[config.mk]
export PLATFORM = sky130hd
export DESIGN_NAME = nano8_core
export DESIGN_NICKNAME = d
export VERILOG_FILES = /design/src/rtl/nano8_pkg.sv /design/src/rtl/nano8_rst_sync.sv /design/src/rtl/nano8_fetch.sv /design/src/rtl/nano8_decode.sv /design/src/rtl/nano8_regfile.sv /design/src/rtl/nano8_alu.sv /design/src/rtl/nano8_core.sv
export SDC_FILE = /design/constraint.sdc
export NUM_CORES = 1
export LEC_CHECK = 0
export ABC_AREA = 0
export BUFFER_PORTS_ARGS = -buffer_cell sky130_fd_sc_hd__buf_4
export CAP_MARGIN = 20
export CORE_AREA = 2 2 42 44
export DETAILED_ROUTE_END_ITERATION = 10
export DIE_AREA = 0 0 44 46
export GPL_TIMING_DRIVEN = 0
export PLACE_DENSITY = 0.76
export SLEW_MARGIN = 20
export SYNTH_ARGS = -nofsm -noshare
export SYNTH_HDL_FRONTEND = slang
export SYNTH_SLANG_ARGS = --single-unit
[constraint.sdc]
create_clock -name clk -period 0.8 [get_ports clk]
set_input_delay 0.12 -clock clk [delete_from_list [all_inputs] [get_ports clk]]
set_output_delay 0.12 -clock clk [all_outputs]
set_load 0.01 [all_outputs]
[src/rtl/nano8_pkg.sv]
package nano8_pkg;
  localparam int DATA_W    = 8;
  localparam int PC_W      = 8;
  localparam int IW        = 16;
  localparam int NREG      = 4;
  localparam int RIDX_W    = $clog2(NREG);
  localparam int OP_W      = 4;
  localparam int ROM_DEPTH = 2 ** PC_W;

  typedef enum logic [OP_W-1:0] {
    OP_IDLE = 4'd0,  OP_ADD  = 4'd1,  OP_SUB = 4'd2,  OP_NEG = 4'd3,
    OP_MUL  = 4'd4,  OP_MOV  = 4'd5,  OP_SHL = 4'd6,  OP_SHR = 4'd7,
    OP_AND  = 4'd8,  OP_OR   = 4'd9,  OP_XOR = 4'd10, OP_INV = 4'd11,
    OP_JZ   = 4'd12, OP_JMP  = 4'd13
  } op_e;

  typedef struct packed {
    op_e               op;
    logic              use_imm;
    logic [RIDX_W-1:0] rd;
    logic [RIDX_W-1:0] rs;
    logic [DATA_W-1:0] lit;
    logic              wr_en;
    logic              is_jmp;
    logic              is_jz;
  } dec_t;

  typedef logic [IW-1:0] rom_t [ROM_DEPTH];
endpackage

[src/rtl/nano8_rst_sync.sv]
module nano8_rst_sync (
  input  logic clk_i,
  input  logic rst_ni,
  output logic rst_sync_no
);
  logic [1:0] stage_q;
  logic [1:0] stage_d;

  always_comb begin
    stage_d = {stage_q[0], 1'b1};
  end

  always_ff @(posedge clk_i or negedge rst_ni) begin
    if (!rst_ni) stage_q <= 2'b00;
    else         stage_q <= stage_d;
  end

  assign rst_sync_no = stage_q[1];
endmodule

[src/rtl/nano8_fetch.sv]
module nano8_fetch
  import nano8_pkg::*;
#(
  parameter rom_t PROGRAM = '{default: '0}
) (
  input  logic              clk_i,
  input  logic              rst_ni,
  input  logic              take_i,
  input  logic [PC_W-1:0]   target_i,
  output logic [PC_W-1:0]   pc_o,
  output logic [IW-1:0]     instr_o
);
  logic [PC_W-1:0] pc_q;
  logic [PC_W-1:0] pc_d;
  logic [PC_W-1:0] pc_inc;

  assign pc_inc = pc_q + PC_W'(1);

  always_comb begin
    if (take_i) pc_d = target_i;
    else        pc_d = pc_inc;
  end

  always_ff @(posedge clk_i or negedge rst_ni) begin
    if (!rst_ni) pc_q <= '0;
    else         pc_q <= pc_d;
  end

  assign instr_o = PROGRAM[pc_q];
  assign pc_o    = pc_q;
endmodule

[src/rtl/nano8_decode.sv]
module nano8_decode
  import nano8_pkg::*;
(
  input  logic [IW-1:0] instr_i,
  output dec_t          dec_o
);
  logic unused_pad;
  assign unused_pad = instr_i[8];

  always_comb begin
    dec_o.op      = op_e'(instr_i[15:12]);
    dec_o.use_imm = instr_i[11];
    dec_o.rd      = instr_i[10:9];
    dec_o.rs      = instr_i[RIDX_W-1:0];
    dec_o.lit     = instr_i[DATA_W-1:0];
    dec_o.wr_en   = 1'b0;
    dec_o.is_jmp  = 1'b0;
    dec_o.is_jz   = 1'b0;
    case (instr_i[15:12])
      OP_ADD, OP_SUB, OP_NEG, OP_MUL, OP_MOV, OP_SHL,
      OP_SHR, OP_AND, OP_OR,  OP_XOR, OP_INV: dec_o.wr_en  = 1'b1;
      OP_JZ:                                  dec_o.is_jz  = 1'b1;
      OP_JMP:                                 dec_o.is_jmp = 1'b1;
      default: ;
    endcase
  end
endmodule

[src/rtl/nano8_regfile.sv]
module nano8_regfile
  import nano8_pkg::*;
(
  input  logic                   clk_i,
  input  logic                   rst_ni,
  input  logic                   we_i,
  input  logic [RIDX_W-1:0]      wa_i,
  input  logic [DATA_W-1:0]      wd_i,
  input  logic [RIDX_W-1:0]      ra_a_i,
  input  logic [RIDX_W-1:0]      ra_b_i,
  output logic [DATA_W-1:0]      rd_a_o,
  output logic [DATA_W-1:0]      rd_b_o,
  output logic [NREG*DATA_W-1:0] dbg_o
);
  logic [DATA_W-1:0] bank [NREG];

  for (genvar g = 0; g < NREG; g++) begin : g_reg
    logic              en;
    logic [DATA_W-1:0] q;
    logic [DATA_W-1:0] d;

    assign en = we_i && (wa_i == RIDX_W'(g));

    always_comb begin
      if (en) d = wd_i;
      else    d = q;
    end

    always_ff @(posedge clk_i or negedge rst_ni) begin
      if (!rst_ni) q <= '0;
      else         q <= d;
    end

    assign bank[g]                   = q;
    assign dbg_o[g*DATA_W +: DATA_W] = q;
  end

  assign rd_a_o = bank[ra_a_i];
  assign rd_b_o = bank[ra_b_i];
endmodule

[src/rtl/nano8_alu.sv]
module nano8_alu
  import nano8_pkg::*;
(
  input  op_e               op_i,
  input  logic [DATA_W-1:0] a_i,
  input  logic [DATA_W-1:0] b_i,
  output logic [DATA_W-1:0] y_o
);
  always_comb begin
    case (op_i)
      OP_ADD:  y_o = a_i + b_i;
      OP_SUB:  y_o = a_i - b_i;
      OP_NEG:  y_o = DATA_W'(0) - a_i;
      OP_MUL:  y_o = a_i * b_i;
      OP_MOV:  y_o = b_i;
      OP_SHL:  y_o = {a_i[DATA_W-2:0], 1'b0};
      OP_SHR:  y_o = {1'b0, a_i[DATA_W-1:1]};
      OP_AND:  y_o = a_i & b_i;
      OP_OR:   y_o = a_i | b_i;
      OP_XOR:  y_o = a_i ^ b_i;
      OP_INV:  y_o = ~a_i;
      default: y_o = a_i;
    endcase
  end
endmodule

[src/rtl/nano8_core.sv]
module nano8_core
  import nano8_pkg::*;
#(
  parameter rom_t PROGRAM = '{default: '0}
) (
  input  logic                   clk,
  input  logic                   rst_n,
  output logic [PC_W-1:0]        pc_o,
  output logic [NREG*DATA_W-1:0] regs_o
);
  logic              core_rst_n;
  logic [IW-1:0]     instr;
  dec_t              dec;
  logic [DATA_W-1:0] dst_val;
  logic [DATA_W-1:0] src_reg;
  logic [DATA_W-1:0] src_op;
  logic [DATA_W-1:0] alu_y;
  logic              take;

  nano8_rst_sync u_rst (
    .clk_i       (clk),
    .rst_ni      (rst_n),
    .rst_sync_no (core_rst_n)
  );

  nano8_fetch #(.PROGRAM(PROGRAM)) u_fetch (
    .clk_i    (clk),
    .rst_ni   (core_rst_n),
    .take_i   (take),
    .target_i (dec.lit),
    .pc_o     (pc_o),
    .instr_o  (instr)
  );

  nano8_decode u_dec (
    .instr_i (instr),
    .dec_o   (dec)
  );

  nano8_regfile u_rf (
    .clk_i  (clk),
    .rst_ni (core_rst_n),
    .we_i   (dec.wr_en),
    .wa_i   (dec.rd),
    .wd_i   (alu_y),
    .ra_a_i (dec.rd),
    .ra_b_i (dec.rs),
    .rd_a_o (dst_val),
    .rd_b_o (src_reg),
    .dbg_o  (regs_o)
  );

  assign src_op = dec.use_imm ? dec.lit : src_reg;

  nano8_alu u_alu (
    .op_i (dec.op),
    .a_i  (dst_val),
    .b_i  (src_op),
    .y_o  (alu_y)
  );

  assign take = dec.is_jmp | (dec.is_jz & (dst_val == '0));
endmodule

* Yosys cells after proc, flatten, opt, wreduce, memory -nomap -nowiden *
Memory sizes are Yosys's and may differ from the RTL's.
Index checks and enable logic that the tools add are counted.
Widths: inputs -> output; s select.

word-level totals
  bits of input ports = 2
  bits in read-only memories = 4,096
  memories kept = 1
  register bits after elaboration = 42

cells by class
  mux-type cells = 14
  multiply operators = 1
  reductions and logical operators = 7
  equal/unequal tests = 16
  $lt $le $gt $ge = 3
  add/sub/neg operators = 4
  bitwise operators = 9

memory list
  memory           depth  width  read ports  clocked after memory_dff  wr ports  line               source
  (no name shown)  256    16     1           0                         0         nano8_fetch.sv:29  assign instr_o = PROGRAM[pc_q];

operators with widths
  cell                 number
  $pmux 8 s11          1
  $mux 8               6
  $bmux 8 s2           2
  $mux 16              2
  $eq 4x4->1 const B   6
  $eq 4x3->1 const B   4
  $reduce_or 11->1     1
  $ge 9x9->1 const B   1
  $not 8->9            1
  $add 8x1->8 const B  1
  $add 8x8->8          1
  $and 8x8->8          1
  $eq 4x2->1 const B   2
  $logic_not 8->1      1
  $mul 8x8->8          1
  $not 8->8            1
  $or 8x8->8           1
  $sub 1x8->8 const A  1
  $sub 8x8->8          1
  $xor 8x8->8          1
  $ge 3x3->1 const B   2
  $not 2->3            2
  $eq 2x2->1 const B   2
  $eq 4x1->1 const B   1
  other kinds (6)      11

* Longest topological paths before layout *
  depth after elaboration = 12
  mapped depth = 3
  mapped depth without buffers = 3

* By module *
Synthesis repeated with hierarchy kept, for this count alone.

unflattened totals
  cells, all modules = 528
  area total of the unflattened synthesis = 4,949.7 µm²

modules (own cells, without submodules)
  module          times used  cells an instance  area an instance (µm²)
  nano8_alu       1           341                2,483.6
  nano8_regfile   1           88                 1,590.3
  nano8_fetch     1           61                 540.5
  nano8_decode    1           22                 155.1
  nano8_core      1           13                 126.4
  nano8_rst_sync  1           3                  53.8

* Least setup slack after synthesis *
OpenSTA, ideal clock, no wires.

  kind = register -> register
  start point = register u_fetch.pc_q[0], in the netlist u_fetch.pc_o[0]
  end point = register u_fetch.pc_q[4], in the netlist u_fetch.pc_o[4]
  period minus slack after synthesis = 0.996 ns
  library setup time = 0.125 ns
  setup slack = -0.196 ns
  arrival time = 0.870 ns
  stages on the path, launching flop included = 4
  data required time = 0.675 ns
  path buffers = 0
  cells stage by stage = dfrtp_1 -> ha_1 -> nand3_1 -> xnor2_1

on the way
  cells in the longest elaborated chain, start to end = 12
  elaborated cells between the ends (all ways) = 17

ends and longest elaborated chain
  item                                        line                 source
  start: declaration                          nano8_fetch.sv:13    logic [PC_W-1:0] pc_q;
  start signal: assignment                    nano8_fetch.sv:26    else pc_q <= pc_d;
  $not 8->9 (not written as such)             nano8_fetch.sv:29
  $mem_v2 256x16                              --
  $mux 16 (not written as such) (2 in a row)  nano8_fetch.sv:29
  $not 2->3 (not written as such)             nano8_regfile.sv:38  assign rd_a_o = bank[ra_a_i];
  $bmux 8 s2                                  nano8_regfile.sv:38
  $mux 8 (not written as such) (2 in a row)   nano8_regfile.sv:38
  $logic_not 8->1                             nano8_core.sv:62     assign take = dec.is_jmp | (dec.is_jz & (dst_val == '0));
  $and 1x1->1                                 nano8_core.sv:62
  $or 1x1->1                                  nano8_core.sv:62
  $mux 8 (*)                                  nano8_fetch.sv:20    if (take_i) pc_d = target_i;
  named net u_fetch.pc_d[4]                   nano8_fetch.sv:14    logic [PC_W-1:0] pc_d;

The timed path passes the listed nets; every way through them passes the cells marked *. The select of a mux whose other input is x is not followed.
A chain may end at the register's enable or synchronous reset.

* Final worst setup path *
  start point = register u_fetch.pc_q[0], in the netlist u_fetch.pc_o[0]
  end point = output pc_o[0]

RTL lines
  item              line             source
  end: declaration  nano8_core.sv:8  output logic [PC_W-1:0] pc_o,

No word-level cell between the ends.

==> metrics.log <==
INFO  metric rsz0062_at_grt = true
INFO  metric timing.critical_path.depth = 1
INFO  metric drt.antenna.violating_nets = 0
INFO  metric postSynthAreaPerCell = 10.3 sq um
INFO  metric p_comb_share = 17.0%
INFO  metric multi_input_combinational_cell_area = 282 sq um
INFO  metric p_int = 893 uW
INFO  metric maximum_number_of_pins_on_one_net_before_global_route_repair = 9
INFO  metric drt-met1-wl = 310 microns
INFO  metric switchingPower = 263 uW
INFO  metric clk_transition_reported_paths = 0.06 ns
INFO  metric yosysSeqAreaShare = 41.1%
INFO  metric synth.top_cell.area_share = 41.1%
INFO  metric post_route_cells_drive_above_1_share = 57.0%
INFO  metric timing.final.hold_violations = 0
INFO  metric netSwitchingFraction = 22.8%
INFO  metric worst_setup_path_end_kind = primary output
INFO  metric num-nets-final = 118
INFO  metric worstPathBufferInverterCount = 1
INFO  metric power.share.sequential = 44.8%
INFO  metric layout.area.seq = 254 sq um
INFO  metric worstHoldPathType = reg2async
INFO  metric routed_via_density = 3.24
INFO  metric max_freq = 1020 MHz
INFO  metric boundaryPins = 42
INFO  metric met3_length = 97 microns
INFO  metric final_period_minus_worst_setup_slack = 0.978 ns
INFO  metric netlist-cell-type-count = 10
INFO  metric final.hold.worst_slack = 0.131 ns
INFO  metric place_hpwl = 718 microns
INFO  metric worst-endpoint-required = 0.68 ns
INFO  metric place_congestion = 0.679
INFO  metric syn_inst = 59
INFO  metric irDropWorstVdd = 0.781 mV
INFO  metric cts-root-to-sink-buffers = 2
INFO  metric cpPeakStageDelay = 0.46 ns
INFO  metric grt.overflow.total = 0
INFO  metric yosys.area.top_type = sky130_fd_sc_hd__dfrtp_1
INFO  metric floorplan.die_area = 2020 sq um
INFO  metric endpoint = pc_o[0]
INFO  metric core_area = 1610 sq um
INFO  metric violations_in_the_final_reports = negative setup slack
INFO  metric yosys-top-cells-area = sky130_fd_sc_hd__dfrtp_1 41%, sky130_fd_sc_hd__buf_4 39%, sky130_fd_sc_hd__xnor2_1 7.2%
INFO  metric cts-buffers-inserted = 3
INFO  metric antenna_cells = 0
INFO  metric ys_seq_elements = 10
INFO  metric cts-htree-levels = 1
INFO  metric power_per_cell_area = 1130 nW/um^2
INFO  metric clockPowerShare = 38.2%
INFO  metric vias_in_the_first_global_route = 302
INFO  metric maxUsedRoutingLayer = met3
INFO  metric path_max_fanout = 5
INFO  metric die_y = 46 microns
INFO  metric timing.critical_path.slowest_stage_cell = sky130_fd_sc_hd__dfrtp_2
INFO  metric worst-endpoint-arrival = 0.86 ns
INFO  metric clkSinkCount = 10
INFO  metric layout_overhead_on_the_synthesized_area = 68.0%
INFO  metric crit_chain = buf_6
INFO  metric timing.clock.skew = 0.000623 ns
INFO  metric report.power.total = 1160 uW
INFO  metric rr_worst_depth = 3
INFO  metric cts_tree = done
INFO  metric io_buf_count = 9
INFO  metric cap_violations = 0
INFO  metric route.detailed.wl_per_inst = 7.44 microns
INFO  metric run_status = finished, violations left
INFO  metric timing_worst_setup_path_type = reg2out
INFO  metric clock_latency = 0.26 ns
INFO  metric vias = 424
INFO  metric cts.root.buffer_cell = sky130_fd_sc_hd__clkbuf_4
INFO  metric timing.rr.end = u_fetch.pc_o[6]
INFO  metric floorplan_row_count = 15
INFO  metric ys.warnings.count = 0
INFO  metric regToRegSetupSlack = -0.17 ns
INFO  metric first_pass_iters = 2
INFO  metric fill_cells = 140
INFO  metric crit_path_start = u_fetch.pc_o[0]
INFO  metric setup_slack = -0.178 ns
INFO  metric reg2reg_from = u_fetch.pc_o[0]
INFO  metric antenna_found_initial = 0
INFO  metric wl = 975 microns
INFO  metric drtIter0Drc = 2
INFO  metric met2RoutedLength = 567 microns
INFO  metric grt_pass1_wl = 1380 microns
INFO  metric remaining_drc_errors = 0
INFO  metric static-leakage-power = 0.000586 uW
INFO  metric report.final.setup_viol = 15
INFO  metric slew_viol_final = 0
INFO  metric cpLargestDelayFamily = flip-flops
INFO  metric floorplan.die.width = 44 microns
INFO  metric floorplan.initialDensity = 37.8%
INFO  metric mappedNetlistArea = 609 sq um
INFO  metric grt_total_usage = 10.2%
INFO  metric fin_crit_sh = 122%
INFO  metric start_kind = flop
[repair_timing]
action,in CTS,in global routing
hold endpoints to repair,2,0
pin swaps,5,2
cloned,0,0
resized for setup,11,3
endpoints found under the setup margin,14,15
buffers inserted,7,3
hold buffers,1,0
[kinds of logic (layout without fill, tap and decap cells)]
logic type / after synthesis / count (layout) / synth area share (%)
XOR/XNOR: 6 / 6 / 8.62
adder cells (fa/ha/maj): 1 / 1 / 2.05
buffers and inverters: 33 / 57 / 40.0
flip-flops: 10 / 10 / 41.1
other: 2 / 33 / 1.23
AND/OR/NAND/NOR: 7 / 7 / 6.98
[metrics by stage]
| stage | std cells | TNS, ns | setup slack, ns | util, % | area [sq um] |
|---|---|---|---|---|---|
| after floorplan | 90 | -0.647 | -0.168 | - | 747 |
| after global placement | 116 | -0.540 | -0.141 | 51.8 | 836 |
| after detailed placement | 116 | -0.622 | -0.155 | 51.8 | 836 |
| after CTS | 128 | -1.88 | -0.189 | 60.9 | 982 |
| after global routing | 131 | -2.40 | -0.218 | 63.4 | 1020 |
| final | 131 | -1.80 | -0.178 | 63.4 | 1020 |
[sequential cells by signal (all words and copies together) (netlist names)]
signal	cells
u_fetch.pc_o	8
u_rst.stage_q	2
[power by group through the flow]
stage	Sequential, uW	Combinational [uW]	Clock, uW
2_1_floorplan	526	182	0
4_1_cts	519	190	466
6_report	519	196	442
3_5_place_dp	529	187	0
5_1_grt	520	213	500
3_3_place_gp	528	186	0
[per-layer routing]
| layer | vias to the layer above | GRT usage [%] |
|---|---|---|
| li1 | 226 | - |
| met1 | 174 | 9.80 |
| met2 | 24 | 17.9 |
| met3 | 0 | 4.76 |
| met4 | 0 | 5.45 |
| met5 | - | 0 |
[layout make-up]
type	count	share of cell area [%]
multi-input combinational	47	27.5
sequential	10	24.8
buffer	32	23.5
timing repair buffer	20	18.2
clock buffer	4	3.55
tap	17	2.08
inverter	1	0.367
[synth_stat cells]
cell                       n
sky130_fd_sc_hd__buf_4    32
sky130_fd_sc_hd__dfrtp_1  10
sky130_fd_sc_hd__ha_1      1
sky130_fd_sc_hd__and3_1    1
sky130_fd_sc_hd__conb_1    2
sky130_fd_sc_hd__xor2_1    1
sky130_fd_sc_hd__nand3_1   5
sky130_fd_sc_hd__and3_4    1
sky130_fd_sc_hd__xnor2_1   5
sky130_fd_sc_hd__inv_1     1
[worst min-delay path by stage]
stage / depth (start not counted) / startpoint / slack (ns) / endpoint
after global routing: 2 / rst_n / 0.15 / u_rst.stage_q[0]
final: 0 / u_rst.stage_q[1] / 0.13 / u_fetch.pc_o[5]
after floorplan: 0 / rst_n / -0.18 / u_rst.stage_q[0]
after global placement: 1 / rst_n / -0.1 / u_rst.stage_q[0]
after CTS: 0 / u_rst.stage_q[1] / 0.14 / u_fetch.pc_o[5]
after detailed placement: 1 / rst_n / -0.1 / u_rst.stage_q[0]
[cell usage in the layout, fill, tap and decap left out, drive strengths merged]
cell / count
buf: 51
conb: 33
dfrtp: 10
xnor2: 5
nand3: 5
clkbuf: 4
and3: 2
inv: 1
xor2: 1
ha: 1
dlygate4sd3: 1
(Power assumes the default switching activity.)
